===== src/rtl/rtc_alarm_pkg.sv =====
// Shared types for the RTC alarm / clock-out controller.
// Assumes: calendar fields are binary and already range-limited upstream.
package rtc_alarm_pkg;

    localparam int FIELD_N = 6;
    localparam int TIME_W  = 29;
    localparam int ALM_N   = 2;

    // Packed calendar word, seconds in the least significant bits.
    typedef struct packed {
        logic [3:0] mon;
        logic [4:0] date;
        logic [2:0] dow;
        logic [4:0] hour;
        logic [5:0] min;
        logic [5:0] sec;
    } rtc_time_t;

    // Pin source select.
    typedef enum logic [1:0] {
        FO_ALARM = 2'b00,
        FO_FULL  = 2'b01,
        FO_DIV8  = 2'b10,
        FO_1HZ   = 2'b11
    } fo_sel_e;

endpackage


===== src/rtl/rtc_clk_div.sv =====
// Prescaler: divides the oscillator clock into a one-cycle 1 Hz tick,
// a divide-by-8 square wave and a 50 % duty 1 Hz square wave.
// Assumes: DIV_1HZ is a multiple of 8 and at least 16.
module rtc_clk_div #(
    parameter int DIV_1HZ = 32768
) (
    input  logic clk,
    input  logic rst_n,
    output logic tick_o,
    output logic div8_o,
    output logic hz1_o
);
    localparam int CNT_W = $clog2(DIV_1HZ);
    localparam logic [CNT_W-1:0] LAST = CNT_W'(DIV_1HZ - 1);
    localparam logic [CNT_W-1:0] HALF = CNT_W'(DIV_1HZ / 2);

    logic [CNT_W-1:0] cnt_q;

    // Free-running count that wraps after DIV_1HZ cycles.
    always_ff @(posedge clk) begin
        if (!rst_n)           cnt_q <= '0;
        else if (cnt_q == LAST) cnt_q <= '0;
        else                  cnt_q <= cnt_q + 1'b1;
    end

    assign tick_o = (cnt_q == LAST);
    assign div8_o = cnt_q[2];
    assign hz1_o  = (cnt_q >= HALF);


    tick_spacing_chk: assert property (@(posedge clk) disable iff (!rst_n)
        tick_o |=> !tick_o);


    div8_toggle_chk: assert property (@(posedge clk) disable iff (!rst_n)
        (tick_o) |=> (!div8_o && !hz1_o));

endmodule


===== src/rtl/rtc_alarm_match.sv =====
// One alarm comparator: masks the calendar fields, compares them on the
// 1 Hz tick and reports a hit only on the first matching tick.
// Assumes: cur_i and alm_i are stable across the tick edge.
module rtc_alarm_match
    import rtc_alarm_pkg::*;
(
    input  logic               clk,
    input  logic               rst_n,
    input  logic               tick_i,
    input  rtc_time_t          cur_i,
    input  rtc_time_t          alm_i,
    input  logic [FIELD_N-1:0] mask_i,
    output logic               hit_o
);
    logic [FIELD_N-1:0] eq;
    logic               match;
    logic               prev_q;

    // Per-field equality, bit order follows the mask.
    always_comb begin
        eq[0] = (cur_i.sec  == alm_i.sec);
        eq[1] = (cur_i.min  == alm_i.min);
        eq[2] = (cur_i.hour == alm_i.hour);
        eq[3] = (cur_i.dow  == alm_i.dow);
        eq[4] = (cur_i.date == alm_i.date);
        eq[5] = (cur_i.mon  == alm_i.mon);
    end

    assign match = (&(eq | ~mask_i)) && (|mask_i);

    // Remember the compare result of the last tick.
    always_ff @(posedge clk) begin
        if (!rst_n)      prev_q <= 1'b0;
        else if (tick_i) prev_q <= match;
    end

    assign hit_o = tick_i && match && !prev_q;


    no_mask_no_hit_chk: assert property (@(posedge clk) disable iff (!rst_n)
        (mask_i == '0) |-> !hit_o);


    hit_on_tick_chk: assert property (@(posedge clk) disable iff (!rst_n)
        hit_o |-> tick_i);

endmodule


===== src/rtl/rtc_irq_ctrl.sv =====
// Interrupt state: sticky status flags, per-alarm pulse timers and the
// resulting request to pull the pin low.
// Assumes: hit_i bits are single-cycle strobes from the comparators.
module rtc_irq_ctrl
    import rtc_alarm_pkg::*;
#(
    parameter int PULSE_CYC = 8192
) (
    input  logic             clk,
    input  logic             rst_n,
    input  logic [ALM_N-1:0] hit_i,
    input  logic [ALM_N-1:0] alm_en_i,
    input  logic             im_i,
    input  logic [1:0]       fo_sel_i,
    input  logic             clr_i,
    output logic [ALM_N-1:0] flag_o,
    output logic             alarm_low_o
);
    localparam int TMR_W = $clog2(PULSE_CYC + 1);
    localparam logic [TMR_W-1:0] TMR_LOAD = TMR_W'(PULSE_CYC);

    logic [ALM_N-1:0] flag_q;
    logic [ALM_N-1:0] pulse_on;
    logic             alarm_path;

    assign alarm_path = (fo_sel_i == FO_ALARM);

    for (genvar i = 0; i < ALM_N; i++) begin : g_alm
        logic [TMR_W-1:0] tmr_q;
        logic             start;

        assign start = hit_i[i] && alm_en_i[i] && im_i && alarm_path;

        // Sticky status: a hit outranks a clear in the same cycle.
        always_ff @(posedge clk) begin
            if (!rst_n)        flag_q[i] <= 1'b0;
            else if (hit_i[i]) flag_q[i] <= 1'b1;
            else if (clr_i)    flag_q[i] <= 1'b0;
        end

        // Pulse timer: loads on a pulsed-mode hit, then counts down to zero.
        always_ff @(posedge clk) begin
            if (!rst_n)              tmr_q <= '0;
            else if (start)          tmr_q <= TMR_LOAD;
            else if (tmr_q != '0)    tmr_q <= tmr_q - 1'b1;
        end

        assign pulse_on[i] = (tmr_q != '0);


        flag_hold_chk: assert property (@(posedge clk) disable iff (!rst_n)
            (flag_q[i] && !clr_i) |=> flag_q[i]);


        flag_clear_chk: assert property (@(posedge clk) disable iff (!rst_n)
            (clr_i && !hit_i[i]) |=> !flag_q[i]);


        pulse_start_chk: assert property (@(posedge clk) disable iff (!rst_n)
            (hit_i[i] && alm_en_i[i] && im_i && fo_sel_i == FO_ALARM) |=> pulse_on[i]);
    end

    // Combine latched or pulsed requests, only on the alarm path.
    always_comb begin
        if (!alarm_path)  alarm_low_o = 1'b0;
        else if (im_i)    alarm_low_o = |pulse_on;
        else              alarm_low_o = |(flag_q & alm_en_i);
    end

    assign flag_o = flag_q;


    disabled_quiet_chk: assert property (@(posedge clk) disable iff (!rst_n)
        (alm_en_i == '0) |-> !alarm_low_o);

endmodule


===== src/rtl/rtc_alarm_out.sv =====
// Top: two alarm comparators, prescaler, interrupt state and the pin mux
// that shares one active-low output between alarms and clock outputs.
// Assumes: all inputs are synchronous to clk; DIV_1HZ multiple of 8, >= 16.
module rtc_alarm_out
    import rtc_alarm_pkg::*;
#(
    parameter int DIV_1HZ = 32768
) (
    input  logic               clk,
    input  logic               rst_n,
    input  logic [TIME_W-1:0]  cur_time_i,
    input  logic [TIME_W-1:0]  alm0_time_i,
    input  logic [FIELD_N-1:0] alm0_mask_i,
    input  logic [TIME_W-1:0]  alm1_time_i,
    input  logic [FIELD_N-1:0] alm1_mask_i,
    input  logic               al0e_i,
    input  logic               al1e_i,
    input  logic               im_i,
    input  logic [1:0]         fo_sel_i,
    input  logic               clr_i,
    output logic               irq_fout_n_o,
    output logic [ALM_N-1:0]   alm_flag_o
);
    localparam int PULSE_CYC = DIV_1HZ / 4;

    logic tick, div8, hz1, alarm_low;
    logic [ALM_N-1:0]              hit;
    logic [ALM_N-1:0][TIME_W-1:0]  alm_vec;
    logic [ALM_N-1:0][FIELD_N-1:0] mask_vec;

    assign alm_vec  = {alm1_time_i, alm0_time_i};
    assign mask_vec = {alm1_mask_i, alm0_mask_i};

    rtc_clk_div #(.DIV_1HZ(DIV_1HZ)) u_div (
        .clk    (clk),
        .rst_n  (rst_n),
        .tick_o (tick),
        .div8_o (div8),
        .hz1_o  (hz1)
    );

    for (genvar i = 0; i < ALM_N; i++) begin : g_cmp
        rtc_alarm_match u_match (
            .clk    (clk),
            .rst_n  (rst_n),
            .tick_i (tick),
            .cur_i  (rtc_time_t'(cur_time_i)),
            .alm_i  (rtc_time_t'(alm_vec[i])),
            .mask_i (mask_vec[i]),
            .hit_o  (hit[i])
        );
    end

    rtc_irq_ctrl #(.PULSE_CYC(PULSE_CYC)) u_irq (
        .clk         (clk),
        .rst_n       (rst_n),
        .hit_i       (hit),
        .alm_en_i    ({al1e_i, al0e_i}),
        .im_i        (im_i),
        .fo_sel_i    (fo_sel_i),
        .clr_i       (clr_i),
        .flag_o      (alm_flag_o),
        .alarm_low_o (alarm_low)
    );

    // Pin source select; alarm path is active-low.
    always_comb begin
        case (fo_sel_i)
            FO_FULL:  irq_fout_n_o = clk;
            FO_DIV8:  irq_fout_n_o = div8;
            FO_1HZ:   irq_fout_n_o = hz1;
            default:  irq_fout_n_o = !alarm_low;
        endcase
    end


    hz1_phase_chk: assert property (@(posedge clk) disable iff (!rst_n)
        (tick && fo_sel_i == FO_1HZ) |=> (fo_sel_i != FO_1HZ || !irq_fout_n_o));


    clock_mode_flag_chk: assert property (@(posedge clk) disable iff (!rst_n)
        (hit[0] && fo_sel_i != FO_ALARM) |=> alm_flag_o[0]);

endmodule


===== config.mk =====
export PLATFORM = sky130hd
export DESIGN_NAME = rtc_alarm_out
export DESIGN_NICKNAME = d
export VERILOG_FILES = /design/src/rtl/rtc_alarm_pkg.sv /design/src/rtl/rtc_clk_div.sv /design/src/rtl/rtc_alarm_match.sv /design/src/rtl/rtc_irq_ctrl.sv /design/src/rtl/rtc_alarm_out.sv
export SDC_FILE = /design/constraint.sdc
export NUM_CORES = 1
export LEC_CHECK = 0
export BUFFER_PORTS_ARGS = -buffer_cell sky130_fd_sc_hd__buf_2
export CAP_MARGIN = 5
export CORE_MARGIN = 2
export CORE_UTILIZATION = 55
export CTS_BUF_LIST = sky130_fd_sc_hd__clkbuf_8
export CTS_CLUSTER_DIAMETER = 40
export CTS_CLUSTER_SIZE = 40
export DETAILED_ROUTE_END_ITERATION = 12
export PLACE_DENSITY = 0.84
export SYNTH_ARGS = -nofsm -noshare
export SYNTH_HDL_FRONTEND = slang
export SYNTH_SLANG_ARGS = --single-unit

===== constraint.sdc =====
create_clock -name clk -period 7.9 [get_ports clk]
set_input_delay 1.975 -clock clk [delete_from_list [all_inputs] [get_ports clk]]
set_output_delay 1.975 -clock clk [all_outputs]
set_load 0.02 [all_outputs]

==> impl_metrics.tcl <==
set metrics [dict create \
    vias 2740 \
    syn2layout_area_growth_pct 25.7 \
    grt_usage_pct 24.4 \
    setup_viol 0 \
    drc_errors 0 \
    ys_seq_elements 47 \
    nNetsFinal 561 \
    viasPerCell 5.26 \
    grt_pass1_vias 2749 \
    drv_cap 0 \
    synth_ff_type "dfxtp_1" \
    synthTopCellsByArea "dfxtp_1 (33%), xnor2_1 (13%), xor2_1 (12%)" \
    power.total_uw 994 \
    crit_arrival_ns 4.53 \
    synth_top_area_share_pct 32.7 \
    synth_area_sq_um 2880 \
    irDropWorstVdd_mv 0.123 \
    post-place-ws_ns 1.67 \
    n_fill_cell 400 \
    worst_pin_slew_ns 1.18 \
    powerDensity_nw_per_um2 274 \
    syn-instance-count 336 \
    grt_max_degree 14 \
    yosys_warnings 0 \
    die_h_microns 76.4 \
    final-hold-violation-count 0 \
    path_class "clock port to output port" \
    antenna_found_initial 0 \
    grt_pass1_wl_microns 11400 \
    routedWlPerCell_microns 13.3 \
    ys_seq_area_share_pct 32.7 \
    rsz0062_at_grt "no" \
    synth_edf_count 0 \
    antenna_left 0 \
    worstSkewPairLatency_ns 0.41 \
    die_w_microns 76.4 \
    io_pins 110 \
    path_clk_slew_ns 0.08 \
    dp_cells 511 \
    ctsResizeCount 0 \
    multi_input_area_sq_um 1880 \
    drive_gt1_share_pct 29.5 \
    gp_congestion 0.854 \
    holdWs_ns 0.470 \
    netlist_top_cells_count "nor2_1 (50), dfxtp_1 (47), xnor2_1 (44), xor2_1 (40), a21oi_1 (16)" \
    yosysMostFrequentCell "nor2_1" \
    regArea_sq_um 941 \
    outcome "finished clean" \
    hp-class "flop to flop" \
    coreArea_sq_um 5070 \
    diodes 0 \
    skew_ns 0.00958 \
    drt-pass1-iter-count 5 \
    initial_core_util_pct 56.8 \
    setup_ws_ns 1.39 \
    syn-mean-instance-area_sq_um 8.57 \
    cts_setup_buffers 0 \
    drv_slew 0 \
    grt-ovfl-total 0 \
    design.die.area_sq_um 5830 \
    synth.distinct_cells 48 \
    cp-end-kind "output port" \
    power_leakage_uw 0.00156 \
    fin_tns_setup_ns 0 \
    worstPathRequired_ns 5.93 \
    dpl.hpwl_microns 5700 \
    drt-initial-drc-count 90 \
    hold_buffers 0 \
    cp-start-kind "clock port" \
    port_buffers 109 \
    fin_cells 521 \
    async_reset_ff_share_pct 0 \
    cts_tree "built" \
    rows 26 \
    path_max_fanout 2 \
    postRouteWirelength_microns 6920 \
    yosysTopAreaCell "dfxtp_1" \
    slew_headroom_pct 20.7 \
    syn_nets 446 \
]
==> registers in the layout, summed over array words and instances (netlist names) <==
register	cells
g_cmp.u_match.prev_q	2
u_div.cnt_q	15
u_irq.flag_o	2
u_irq.g_alm.tmr_q	28
==> worst max-delay path, stage by stage <==
cell	delay (ns)
clkbuf_8	0.11
clkbuf_8	0.12
nor2b_1	0.11
o31ai_1	0.08
buf_2	0.17
==> worst paths after layout <==
| path | start | to | slack [ns] | depth (start not counted) |
|---|---|---|---|---|
| setup / recovery | clk | irq_fout_n_o | 1.39 | 5 |
| setup reg to reg | u_div.cnt_q[2] | u_irq.g_alm[0].tmr_q[12] | 5.06 | 5 |
| hold reg to reg | u_div.cnt_q[0] | u_div.cnt_q[0] | 0.47 | 1 |
| hold / removal | u_div.cnt_q[0] | u_div.cnt_q[0] | 0.47 | 1 |
==> metal layers <==
metal	part of all wire [%]	track usage, %
met1	40	24.6
met5	0	0
met3	4.7	6.87
met4	3.1	13.1
met2	52	45.1
==> cell families (layout without fill, tap and decap cells) <==
| family | after synthesis | count (layout) | synth area share, % |
|---|---|---|---|
| DFF | 47 | 47 | 32.7 |
| muxes | 4 | 4 | 1.43 |
| and+or+nand+nor | 140 | 140 | 25.8 |
| xor gates and xnor gates | 84 | 84 | 25.5 |
| adders and majority gates | 3 | 3 | 1.30 |
| buffers and inverters | 14 | 129 | 2.22 |
| AOI/OAI and AO/OA | 44 | 44 | 11.1 |
==> metrics by stage <==
step                utilization, %  area (sq um)
CTS                           71.3          3620
global route                  71.3          3620
detailed placement            68.8          3490
finish                        71.3          3620
floorplan                        -          2880
global placement              68.8          3490
==> where the power goes <==
| part | switching (uW) | internal, uW | total, uW |
|---|---|---|---|
| sequential | 56.9 | 296 | 353 |
| combinational | 234 | 216 | 450 |
| clock | 87.2 | 103 | 190 |
| total | 378 | 616 | 994 |
==> final cells by class <==
type                    count  area share (%)
inverters                   9           0.933
clock buffers              10            3.56
multi-input cells         275            51.8
repair buffers            109            15.1
clock inverters             1           0.138
well taps                  70            2.42
flip-flops and latches     47            26.0
==> cells in the final DEF, fill, tap and decap left out, types with 10 or more instances in the layout <==
master | netlist | routed
buf_2 | 1 | 109
nor2_1 | 50 | 50
dfxtp_1 | 47 | 47
xnor2_1 | 44 | 44
xor2_1 | 40 | 40
a21oi_1 | 16 | 16
nand3_1 | 15 | 15
nor3_1 | 11 | 11
o31ai_1 | 11 | 11
nand2_1 | 10 | 10
Power figures use the tool's default switching activity.
